==> src/rtl/scc_pkg.sv <==
package scc_pkg;
   localparam int LVL_W  = 8;
   localparam int BYTE_W = 8;

   localparam logic [BYTE_W-1:0] OP_PU_FLAT  = 8'hC5;
   localparam logic [BYTE_W-1:0] OP_PU_RAMP  = 8'h8D;
   localparam logic [BYTE_W-1:0] OP_PD_FLAT  = 8'hE1;
   localparam logic [BYTE_W-1:0] OP_PD_RAMP  = 8'hA9;
   localparam logic [BYTE_W-1:0] OP_STATUS   = 8'hE3;
   localparam logic [BYTE_W-1:0] OP_PAUSE    = 8'h39;
   localparam logic [BYTE_W-1:0] OP_RESUME   = 8'h1D;
   localparam logic [BYTE_W-1:0] OP_PREFETCH = 8'h71;

   typedef enum logic [2:0] {
      PW_OFF, PW_WAIT_UP, PW_RAMP_UP, PW_ON, PW_WAIT_DN, PW_RAMP_DN
   } pwr_state_t;

   typedef enum logic [2:0] {
      PS_NBUSY = 3'd0, PS_T0 = 3'd1, PS_T1 = 3'd2, PS_T2 = 3'd3,
      PS_T3 = 3'd4, PS_SLOW = 3'd5, PS_FAST = 3'd6, PS_NFULL = 3'd7
   } pout_sel_t;
endpackage

==> src/rtl/scc_rx.sv <==
module scc_rx
   import scc_pkg::*;
#(
   parameter int SYNC_STAGES = 2
) (
   input  logic              clk,
   input  logic              rst_n,
   input  logic              sel_i,
   input  logic              sck_i,
   input  logic              din_i,
   output logic              frm_one_o,
   output logic              frm_two_o,
   output logic [BYTE_W-1:0] op_o,
   output logic [BYTE_W-1:0] arg_o
);
   localparam int FRM_W = 2 * BYTE_W;
   localparam int CNT_W = $clog2(FRM_W + 2);
   localparam logic [CNT_W-1:0] CNT_MAX = {CNT_W{1'b1}};

   if (SYNC_STAGES < 2) begin : g_bad_sync
      $error("scc_rx: SYNC_STAGES must be at least 2");
   end

   logic [SYNC_STAGES-1:0] sel_sy, sck_sy, din_sy;
   logic                   sel_s, sck_s, din_s, sel_q, sck_q;
   logic [FRM_W-1:0]       sr;
   logic [CNT_W-1:0]       cnt;

   always_ff @(posedge clk) begin
      if (!rst_n) begin
         sel_sy <= '0;
         sck_sy <= '0;
         din_sy <= '0;
      end else begin
         sel_sy <= {sel_sy[SYNC_STAGES-2:0], sel_i};
         sck_sy <= {sck_sy[SYNC_STAGES-2:0], sck_i};
         din_sy <= {din_sy[SYNC_STAGES-2:0], din_i};
      end
   end

   assign sel_s = sel_sy[SYNC_STAGES-1];
   assign sck_s = sck_sy[SYNC_STAGES-1];
   assign din_s = din_sy[SYNC_STAGES-1];

   always_ff @(posedge clk) begin
      if (!rst_n) begin
         sel_q     <= 1'b0;
         sck_q     <= 1'b0;
         sr        <= '0;
         cnt       <= '0;
         frm_one_o <= 1'b0;
         frm_two_o <= 1'b0;
         op_o      <= '0;
         arg_o     <= '0;
      end else begin
         sel_q     <= sel_s;
         sck_q     <= sck_s;
         frm_one_o <= 1'b0;
         frm_two_o <= 1'b0;
         if (sel_s && !sel_q) begin
            cnt <= '0;
         end else if (sel_s && sck_s && !sck_q) begin
            sr <= {sr[FRM_W-2:0], din_s};
            if (cnt != CNT_MAX) cnt <= cnt + 1'b1;
         end
         if (!sel_s && sel_q) begin
            frm_one_o <= (cnt == CNT_W'(BYTE_W));
            frm_two_o <= (cnt == CNT_W'(FRM_W));
            op_o      <= (cnt == CNT_W'(FRM_W)) ? sr[FRM_W-1:BYTE_W] : sr[BYTE_W-1:0];
            arg_o     <= sr[BYTE_W-1:0];
         end
      end
   end
endmodule

==> src/rtl/scc_power.sv <==
module scc_power
   import scc_pkg::*;
#(
   parameter int               START_TICKS = 2,
   parameter logic [LVL_W-1:0] LVL_ON      = 8'h80
) (
   input  logic             clk,
   input  logic             rst_n,
   input  logic             tick_i,
   input  logic             pu_i,
   input  logic             pd_i,
   input  logic             ramp_i,
   output logic [LVL_W-1:0] level_o,
   output logic             on_o,
   output logic             busy_o
);
   localparam int DLY_W = $clog2(START_TICKS + 1);
   localparam logic [DLY_W-1:0] DLY_INIT = DLY_W'(START_TICKS);

   if (START_TICKS < 1) begin : g_bad_dly
      $error("scc_power: START_TICKS must be at least 1");
   end
   if (LVL_ON == '0) begin : g_bad_on
      $error("scc_power: LVL_ON must be nonzero");
   end

   pwr_state_t       st;
   logic [DLY_W-1:0] dly;
   logic             want_ramp, ramp_used;

   always_ff @(posedge clk) begin
      if (!rst_n) begin
         st        <= PW_OFF;
         dly       <= '0;
         want_ramp <= 1'b0;
         ramp_used <= 1'b0;
         level_o   <= '0;
      end else begin
         unique case (st)
            PW_OFF: if (pu_i) begin
               st        <= PW_WAIT_UP;
               dly       <= DLY_INIT;
               want_ramp <= ramp_i;
               ramp_used <= ramp_i;
            end
            PW_WAIT_UP: if (tick_i) begin
               if (dly == DLY_W'(1)) begin
                  if (want_ramp) st <= PW_RAMP_UP;
                  else begin
                     level_o <= LVL_ON;
                     st      <= PW_ON;
                  end
               end else dly <= dly - 1'b1;
            end
            PW_RAMP_UP: if (tick_i) begin
               level_o <= level_o + 1'b1;
               if (level_o == LVL_ON - 1'b1) st <= PW_ON;
            end
            PW_ON: if (pd_i) begin
               st        <= PW_WAIT_DN;
               dly       <= DLY_INIT;
               want_ramp <= ramp_i & ramp_used;
            end
            PW_WAIT_DN: if (tick_i) begin
               if (dly == DLY_W'(1)) begin
                  if (want_ramp) st <= PW_RAMP_DN;
                  else begin
                     level_o <= '0;
                     st      <= PW_OFF;
                  end
               end else dly <= dly - 1'b1;
            end
            PW_RAMP_DN: if (tick_i) begin
               level_o <= level_o - 1'b1;
               if (level_o == LVL_W'(1)) st <= PW_OFF;
            end
            default: st <= PW_OFF;
         endcase
      end
   end

   assign on_o   = (st == PW_ON);
   assign busy_o = (st != PW_ON) && (st != PW_OFF);
endmodule

==> src/rtl/scc_pout.sv <==
module scc_pout
   import scc_pkg::*;
#(
   parameter int TONE_SLOW = 8,
   parameter int FAST_HALF = 2
) (
   input  logic       clk,
   input  logic       rst_n,
   input  logic       tick_i,
   input  logic       freeze_i,
   input  logic       load_i,
   input  logic [2:0] sel_i,
   input  logic       busy_i,
   input  logic       full_i,
   output logic       pout_o
);
   localparam int TONE_W = TONE_SLOW + 1;

   if (TONE_SLOW < 4) begin : g_bad_slow
      $error("scc_pout: TONE_SLOW must be at least 4");
   end
   if (FAST_HALF < 1) begin : g_bad_fast
      $error("scc_pout: FAST_HALF must be at least 1");
   end

   logic [TONE_W-1:0] tone;
   logic              fclk, set_q;
   pout_sel_t         sel_q;

   always_ff @(posedge clk) begin
      if (!rst_n) tone <= '0;
      else if (tick_i && !freeze_i) tone <= tone + 1'b1;
   end

   if (FAST_HALF == 1) begin : g_fast_direct
      always_ff @(posedge clk) begin
         if (!rst_n) fclk <= 1'b0;
         else        fclk <= ~fclk;
      end
   end else begin : g_fast_div
      localparam int FD_W = $clog2(FAST_HALF);
      logic [FD_W-1:0] fdiv;
      always_ff @(posedge clk) begin
         if (!rst_n) begin
            fdiv <= '0;
            fclk <= 1'b0;
         end else if (fdiv == FD_W'(FAST_HALF - 1)) begin
            fdiv <= '0;
            fclk <= ~fclk;
         end else fdiv <= fdiv + 1'b1;
      end
   end

   always_ff @(posedge clk) begin
      if (!rst_n) begin
         set_q  <= 1'b0;
         sel_q  <= PS_NBUSY;
         pout_o <= 1'b0;
      end else begin
         if (load_i) begin
            set_q <= 1'b1;
            sel_q <= pout_sel_t'(sel_i);
         end
         if (!set_q) pout_o <= 1'b0;
         else begin
            unique case (sel_q)
               PS_NBUSY: pout_o <= ~busy_i;
               PS_T0:    pout_o <= tone[0];
               PS_T1:    pout_o <= tone[1];
               PS_T2:    pout_o <= tone[2];
               PS_T3:    pout_o <= tone[3];
               PS_SLOW:  pout_o <= tone[TONE_SLOW];
               PS_FAST:  pout_o <= fclk;
               PS_NFULL: pout_o <= ~full_i;
               default:  pout_o <= 1'b0;
            endcase
         end
      end
   end
endmodule

==> src/rtl/scc_ctrl.sv <==
module scc_ctrl
   import scc_pkg::*;
#(
   parameter int SYNC_STAGES = 2,
   parameter int START_TICKS = 2,
   parameter int TONE_SLOW   = 8,
   parameter int FAST_HALF   = 2
) (
   input  logic              clk,
   input  logic              rst_n,
   input  logic              host_sel_i,
   input  logic              host_sck_i,
   input  logic              host_din_i,
   input  logic              sample_tick_i,
   input  logic              play_done_i,
   output logic [LVL_W-1:0]  level_o,
   output logic              grp_start_o,
   output logic [BYTE_W-1:0] grp_addr_o,
   output logic              busy_o,
   output logic              full_o,
   output logic              pout_o,
   output logic              mute_o
);
   logic              frm_one, frm_two, pwr_on, pwr_busy;
   logic [BYTE_W-1:0] op, arg, buf_addr;
   logic              cmd_pu, cmd_pd, cmd_ramp, cmd_pause, cmd_resume;
   logic              cmd_status, cmd_pf, start_now, playing, paused;

   scc_rx #(.SYNC_STAGES(SYNC_STAGES)) u_rx (
      .clk(clk), .rst_n(rst_n), .sel_i(host_sel_i), .sck_i(host_sck_i),
      .din_i(host_din_i), .frm_one_o(frm_one), .frm_two_o(frm_two),
      .op_o(op), .arg_o(arg)
   );

   assign cmd_pu     = frm_one && (op == OP_PU_FLAT || op == OP_PU_RAMP);
   assign cmd_pd     = frm_one && (op == OP_PD_FLAT || op == OP_PD_RAMP);
   assign cmd_ramp   = (op == OP_PU_RAMP) || (op == OP_PD_RAMP);
   assign cmd_pause  = frm_one && (op == OP_PAUSE) && pwr_on;
   assign cmd_resume = frm_one && (op == OP_RESUME);
   assign cmd_status = frm_two && (op == OP_STATUS);
   assign cmd_pf     = frm_two && (op == OP_PREFETCH);

   scc_power #(.START_TICKS(START_TICKS), .LVL_ON(8'h80)) u_power (
      .clk(clk), .rst_n(rst_n), .tick_i(sample_tick_i), .pu_i(cmd_pu),
      .pd_i(cmd_pd), .ramp_i(cmd_ramp), .level_o(level_o),
      .on_o(pwr_on), .busy_o(pwr_busy)
   );

   assign start_now = full_o && pwr_on && !paused && (!playing || play_done_i);

   always_ff @(posedge clk) begin
      if (!rst_n) begin
         paused      <= 1'b0;
         playing     <= 1'b0;
         full_o      <= 1'b0;
         buf_addr    <= '0;
         grp_start_o <= 1'b0;
         grp_addr_o  <= '0;
      end else begin
         if ((cmd_pd && pwr_on) || cmd_resume) paused <= 1'b0;
         else if (cmd_pause)                   paused <= 1'b1;

         grp_start_o <= start_now;
         if (start_now) begin
            grp_addr_o <= buf_addr;
            full_o     <= 1'b0;
            playing    <= 1'b1;
         end else begin
            if (play_done_i) playing <= 1'b0;
            if (cmd_pf && !full_o) begin
               buf_addr <= arg;
               full_o   <= 1'b1;
            end
         end
      end
   end

   assign busy_o = pwr_busy || playing;
   assign mute_o = paused;

   scc_pout #(.TONE_SLOW(TONE_SLOW), .FAST_HALF(FAST_HALF)) u_pout (
      .clk(clk), .rst_n(rst_n), .tick_i(sample_tick_i), .freeze_i(paused),
      .load_i(cmd_status), .sel_i(arg[2:0]), .busy_i(busy_o),
      .full_i(full_o), .pout_o(pout_o)
   );
endmodule

==> config.mk <==
export PLATFORM = sky130hd
export DESIGN_NAME = scc_ctrl
export DESIGN_NICKNAME = d
export VERILOG_FILES = /design/src/rtl/scc_pkg.sv /design/src/rtl/scc_rx.sv /design/src/rtl/scc_power.sv /design/src/rtl/scc_pout.sv /design/src/rtl/scc_ctrl.sv
export SDC_FILE = /design/constraint.sdc
export NUM_CORES = 1
export LEC_CHECK = 0
export BUFFER_PORTS_ARGS = -buffer_cell sky130_fd_sc_hd__buf_2
export CAP_MARGIN = 20
export CELL_PAD_IN_SITES_DETAIL_PLACEMENT = 0
export CELL_PAD_IN_SITES_GLOBAL_PLACEMENT = 1
export CORE_ASPECT_RATIO = 0.75
export CORE_MARGIN = 4
export CORE_UTILIZATION = 47
export CTS_BUF_LIST = sky130_fd_sc_hd__clkbuf_16
export CTS_CLUSTER_DIAMETER = 150
export DETAILED_ROUTE_END_ITERATION = 8
export MAX_ROUTING_LAYER = met4
export PLACE_DENSITY = 0.91
export RECOVER_POWER = 25
export SKIP_CTS_REPAIR_TIMING = 1
export SLEW_MARGIN = 15
export SYNTH_ARGS = -nofsm -noshare
export SYNTH_HDL_FRONTEND = slang
export SYNTH_HIERARCHICAL = 1
export SYNTH_SLANG_ARGS = --single-unit
export TNS_END_PERCENT = 50
==> constraint.sdc <==
create_clock -name clk -period 2.5 [get_ports clk]
set_clock_uncertainty 0.15 [all_clocks]
set_input_delay 0.375 -clock clk [delete_from_list [all_inputs] [get_ports clk]]
set_output_delay 0.375 -clock clk [all_outputs]
set_load 0.05 [all_outputs]
### After elaboration in Yosys (flattened, before gate mapping)

Cells that the tools add are included.

| word-level totals | value |
|---|---|
| latch bits | 0 |
| register bits after elaboration | 98 |
| ROM bits | 0 |
| input port bits | 7 |
| bits in writable memories | 0 |
| memories | 0 |

| cells by class | value |
|---|---|
| bitwise logic cells | 7 |
| multiplexer cells | 34 |
| divide/modulo/power cells | 0 |
| reduce and logical (&&, ||, !) cells | 52 |
| $lt $le $gt $ge | 0 |
| multiply operators | 0 |
| equal/unequal tests | 41 |
| $add $sub $neg | 6 |
| shifts and indexed selects | 0 |

Operator list:

| operator | count |
|---|---|
| two-way mux 8 bit | 9 |
| == test 8 bit (second input constant) | 5 |
| two-way mux 3 bit | 11 |
| one-hot mux 8 bit (4 select lines) | 1 |
| == test 3 bit (second input constant) | 6 |
| logical AND 1 bit | 18 |
| one-hot mux 3 bit (6 select lines) | 1 |
| == test 8 x 7 -> 1 bit (second input constant) | 2 |
| != test 2 bit (second input constant) | 8 |
| == test 3 x 2 -> 1 bit (second input constant) | 4 |
| != test 2 x 1 -> 1 bit (second input constant) | 6 |
| AND reduction 2 bit | 6 |
| AND reduction 10 bit | 1 |
| OR reduction 2 bit | 5 |
| adder 9 x 1 -> 9 bit (second input constant) | 1 |
| AND reduction 9 bit | 1 |
| adder 8 x 1 -> 8 bit (second input constant) | 1 |
| == test 8 x 1 -> 1 bit (second input constant) | 1 |
| == test 8 x 5 -> 1 bit (second input constant) | 1 |
| == test 8 x 6 -> 1 bit (second input constant) | 1 |
| two-way mux 2 bit | 4 |
| one-hot mux 1 bit (8 select lines) | 1 |
| subtractor 8 x 1 -> 8 bit (second input constant) | 1 |
| == test 3 x 1 -> 1 bit (second input constant) | 2 |
| 21 further kinds | 43 |

### Longest topological paths before layout

| logic depth | value |
|---|---|
| word-level depth | 6 |
| gate-level depth with buffers | 8 |

### Modules after synthesis

The synthesis kept the hierarchy.

Modules (own cells, without submodules):

| module | times used | sequential area each (um^2) | cells an instance | area an instance (um^2) |
|---|---|---|---|---|
| scc_rx | 1 | 940.9 | 196 | 1831.8 |
| scc_power | 1 | 300.3 | 145 | 1206.2 |
| scc_ctrl | 1 | 400.4 | 108 | 947.2 |
| scc_pout | 1 | 320.3 | 76 | 719.4 |

### Worst setup path after synthesis

OpenSTA, ideal clock, no wires.

| timing | value |
|---|---|
| path type | flip-flop to flip-flop |
| start point | register u_power.level_o[0] |
| end point | register u_power.level_o[6] |
| data arrival time | 1814 ps |
| cell stages (with the launch flop) | 7 |
| path slack | 415 ps |
| data required time | 2229 ps |
| period minus slack after synthesis | 2085 ps |
| setup time | 121 ps |
| cell sequence | dfxtp_1 -> ha_1 -> and3_1 -> nand2_1 -> a22o_1 -> a211oi_1 -> o2bb2ai_1 |

| on the way | value |
|---|---|
| word-level cells in the longest chain between the ends | 3 |

RTL lines:

| element | line | source |
|---|---|---|
| start: declaration | scc_power.sv:13 | `output logic [LVL_W-1:0] level_o,` |
| start signal: assignment | scc_power.sv:56 | `level_o <= level_o + 1'b1;` |
| start signal: assignment | scc_power.sv:74 | `level_o <= level_o - 1'b1;` |
| subtractor 8 x 1 -> 8 bit or adder 8 x 1 -> 8 bit (tied branches) | scc_power.sv:74, scc_power.sv:56 |  |
| two-way mux 8 bit (on tied branches) | scc_power.sv:73, scc_power.sv:55 |  |
| one-hot mux 8 bit (4 select lines) * | scc_power.sv:39 | `unique case (st)` |

Mark *: on every way between the ends. The rest lies on a longest branch, timed or not. The select of a mux whose other input is x is not followed.
A chain may end at the register's enable or synchronous reset.

### Worst setup path after layout

| timing | value |
|---|---|
| start point | register u_power.st[0] |
| end point | output port busy_o |

| on the way | value |
|---|---|
| word-level cells in the longest chain between the ends | 3 |

RTL lines:

| element | line | source |
|---|---|---|
| start: declaration | scc_power.sv:27 | `pwr_state_t st;` |
| start signal: assignment | scc_power.sv:33 | `st <= PW_OFF;` |
| start signal: assignment | scc_power.sv:41 | `st <= PW_WAIT_UP;` |
| start signal: assignment | scc_power.sv:48 | `if (want_ramp) st <= PW_RAMP_UP;` |
| != test 3 x 2 -> 1 bit or nonzero test 3 bit (tied branches) | scc_power.sv:83 | `assign busy_o = (st != PW_ON) && (st != PW_OFF);` |
| logical AND 1 bit * | scc_power.sv:83 |  |
| via pwr_busy | scc_ctrl.sv:24 | `logic frm_one, frm_two, pwr_on, pwr_busy;` |
| logical OR 1 bit * | scc_ctrl.sv:78 | `assign busy_o = pwr_busy \|\| playing;` |
| end: declaration | scc_ctrl.sv:19 | `output logic busy_o,` |

Mark *: on every way through the listed nets, which the timed path passes. The rest lies on a longest branch.

==> qor.txt <==
register area share after synthesis: 41.7%
prevailing post-synth register cell: dfxtp_1
post-DP HPWL: 7000 um
Finished Cell Area: 5210 um^2
Via density: 5.67
routed vias: 3,853
worst vdd ir: 0.000296 V
fin nets: 557
Area contributors post-synth: dfxtp_1 42%, nand2_1 5.1%, mux2i_1 4.0%
Total GRT Usage: 18.1%
CP Capture Type: output port
grt total ovfl: 0
Max Slew Vio Count: 0
Multi-input gate area: 2500 um^2
Mapped Nets: 540
vias in the first global route: 3,467
Critical Path RT: 1.98 ns
final setup fails: 0
synthesized cell area: 4700 um^2
drt initial violations: 257
fin crit period: 2.24 ns
commonest non-fill, non-tap cells in the layout: 98 x dfxtp_1, 64 x nand2_1, 35 x a21oi_1
placer congestion estimate: 0.824
Root Buffer: clkbuf_16
fmax: 447 MHz
worst setup path class: flop to output port
drt pass-1 iters: 5
r2r setup slk: 0.26 ns
commonest non-fill, non-tap cell in the layout: dfxtp_1
Area Growth Syn to Fin: 10.8%
Routed Antenna Nets: 0
unrepaired setup endpoints after global routing: no
CTS sink count: 98
maximum fanout along the worst path: 12
Slew HR: 40.2%
initial antenna violation count: 0
Synth top area share: 41.7%
hold crit path type: input pin to flop
core area: 9700 um^2
Row Count: 31
Setup crit start kind: flop
Num CTS Buffers: 9
ant diodes: 0
min-delay src: host_din_i
Worst Hold Path Cells: 2
EDFF count, synth: 0
WP data arrival: 1.71 ns
YS warnings: 6
cells after synthesis: 525
Worst-path clk slew: 0.06 ns
fill count: 910
Worst-Margin Slew: 0.897 ns
Post-DP Area: 4900 um^2
Worst-Skew Late Latency: 0.34 ns
Syn Area/Cell: 8.96 um^2
Seq cells post-synth: 98
layout cell share with drive strength beyond 1: 12.6%
final period utilization: 89.5%
hold path endpoint: u_rx/din_sy[0]
largest net degree at the start of global routing: 47
global-route wire length before repair: 16,600 um
H-tree depth: 3
Final Hold Vio Count: 0
Hold Slack: 0.0939 ns
Die X: 124 um
Initial Util: 48.5%
Worst R2R Path Depth: 8
Post-synth ARST share: 0%
Residual DRC: 0
register area: 1960 um^2
Die H: 94.6 um
outcome: finished, final reports clean
IO Port Bufs: 27
fin util: 53.7%
max_cap viols: 0
RR Startpoint: u_rx/op_o[7]
Routed WL: 9880 um
TNS Setup: 0 ns
top-level port count: 28
Die Area: 11,700 um^2
Synth area leader: dfxtp_1
power per cell area: 599 nW/um^2
reg2reg end: u_power/st[0]
Leakage: 1.87 nW
Distinct cells, synth: 81
Setup crit start: u_power/st[0]
Avg WL per Cell: 14.6 um
CTS tree: yes
deepest clock path buffer count: 2
==> worst max-delay path, stage by stage (launching register included) <==
cell and delay [ns]:
dfxtp_1 0.55, xnor2_1 0.16, nand2_1 0.12, or2_2 0.32, buf_2 0.22
==> cells in the mapped netlist, types with 2 or more instances <==
| cell | count |
|---|---|
| buf_4 | 4 |
| o31ai_1 | 13 |
| nand2_2 | 2 |
| o32ai_1 | 2 |
| nand2b_1 | 6 |
| nand2_1 | 64 |
| buf_6 | 3 |
| a211oi_1 | 8 |
| nand3b_1 | 8 |
| nand4b_1 | 2 |
| mux2i_1 | 19 |
| dfxtp_1 | 98 |
| or3_1 | 3 |
| nand4_1 | 10 |
| xnor2_1 | 8 |
| or3_4 | 2 |
| and3b_1 | 3 |
| a21oi_1 | 35 |
| a21boi_1 | 10 |
| nor3b_1 | 2 |
| o221a_1 | 2 |
| nor2_1 | 30 |
| or3b_1 | 3 |
| inv_1 | 19 |
| and4_1 | 2 |
| nor2b_1 | 6 |
| and2_1 | 9 |
| nor4_1 | 3 |
| ha_1 | 8 |
| nand3_1 | 18 |
| a21boi_0 | 14 |
| and3_1 | 7 |
| buf_2 | 13 |
| o21ai_0 | 22 |
| and4bb_1 | 3 |
| clkbuf_1 | 8 |
| a31oi_1 | 3 |
| o2bb2ai_1 | 3 |
| nand4bb_1 | 2 |
| or4_1 | 3 |
| nor3_1 | 5 |
==> power breakdown <==
group / internal [mW] / switching (mW) / total (mW)
logic: 0.0318 / 0.0486 / 0.0804
registers: 1.58 / 0.0147 / 1.59
clock network: 0.874 / 0.576 / 1.45
==> per-layer routing <==
metal	up-vias	GRT usage [%]	share of wire (%)
li1	1926	-	-
met1	1824	25.3	50
met2	94	26.2	43
met3	9	4.79	6.0
met4	0	4.06	0.75
met5	-	-	0
==> flip-flops by register name (all words and copies together), names as in the netlist, 2 cells and up <==
signal           cells
u_rx/op_o            8
u_power/st           3
u_pout/tone          9
u_rx/arg_o           8
buf_addr             8
u_rx/cnt             5
u_rx/din_sy          2
u_power/dly          2
u_pout/sel_q         3
u_rx/sck_sy          2
u_rx/sr             16
u_power/level_o      8
grp_addr_o           8
u_rx/sel_sy          2
==> worst max path at each step <==
stage | endpoint | slack, ns | depth (start not counted)
2_1_floorplan | u_power/level_o[6] | 0.42 | 6
3_3_place_gp | u_power/st[0] | 0.39 | 8
5_1_grt | busy_o | 0.15 | 4
4_1_cts | busy_o | 0.26 | 4
3_5_place_dp | u_power/st[0] | 0.30 | 8
6_report | busy_o | 0.26 | 4
==> metrics by stage <==
step | power, mW | worst slack, ns | instances
2_1_floorplan | 1.68 | 0.415 | 525
3_3_place_gp | 1.70 | 0.391 | 663
3_5_place_dp | 1.71 | 0.297 | 663
4_1_cts | 3.16 | 0.258 | 679
5_1_grt | 3.24 | 0.148 | 679
6_report | 3.12 | 0.262 | 679
==> area by class of cell <==
| type | instances | area share (%) |
|---|---|---|
| Sequential cell | 98 | 37.6 |
| Multi-Input combinational cell | 376 | 47.9 |
| Inverter | 21 | 1.51 |
| Tap cell | 132 | 3.17 |
| Clock buffer | 9 | 4.32 |
| Clock inverter | 7 | 1.80 |
| Timing Repair Buffer | 36 | 3.65 |
==> kinds of logic (layout without fill, tap and decap cells) <==
family	Yosys count	count (layout)	synth area share, %
adders and majority gates	8	8	2.13
AOI/OAI and AO/OA	135	135	20.1
DFF	98	98	41.7
and+or+nand+nor	203	203	24.4
buffers and inverters	51	73	5.24
muxes	21	21	4.76
xor gates and xnor gates	9	9	1.68
(Power assumes the default switching activity.)
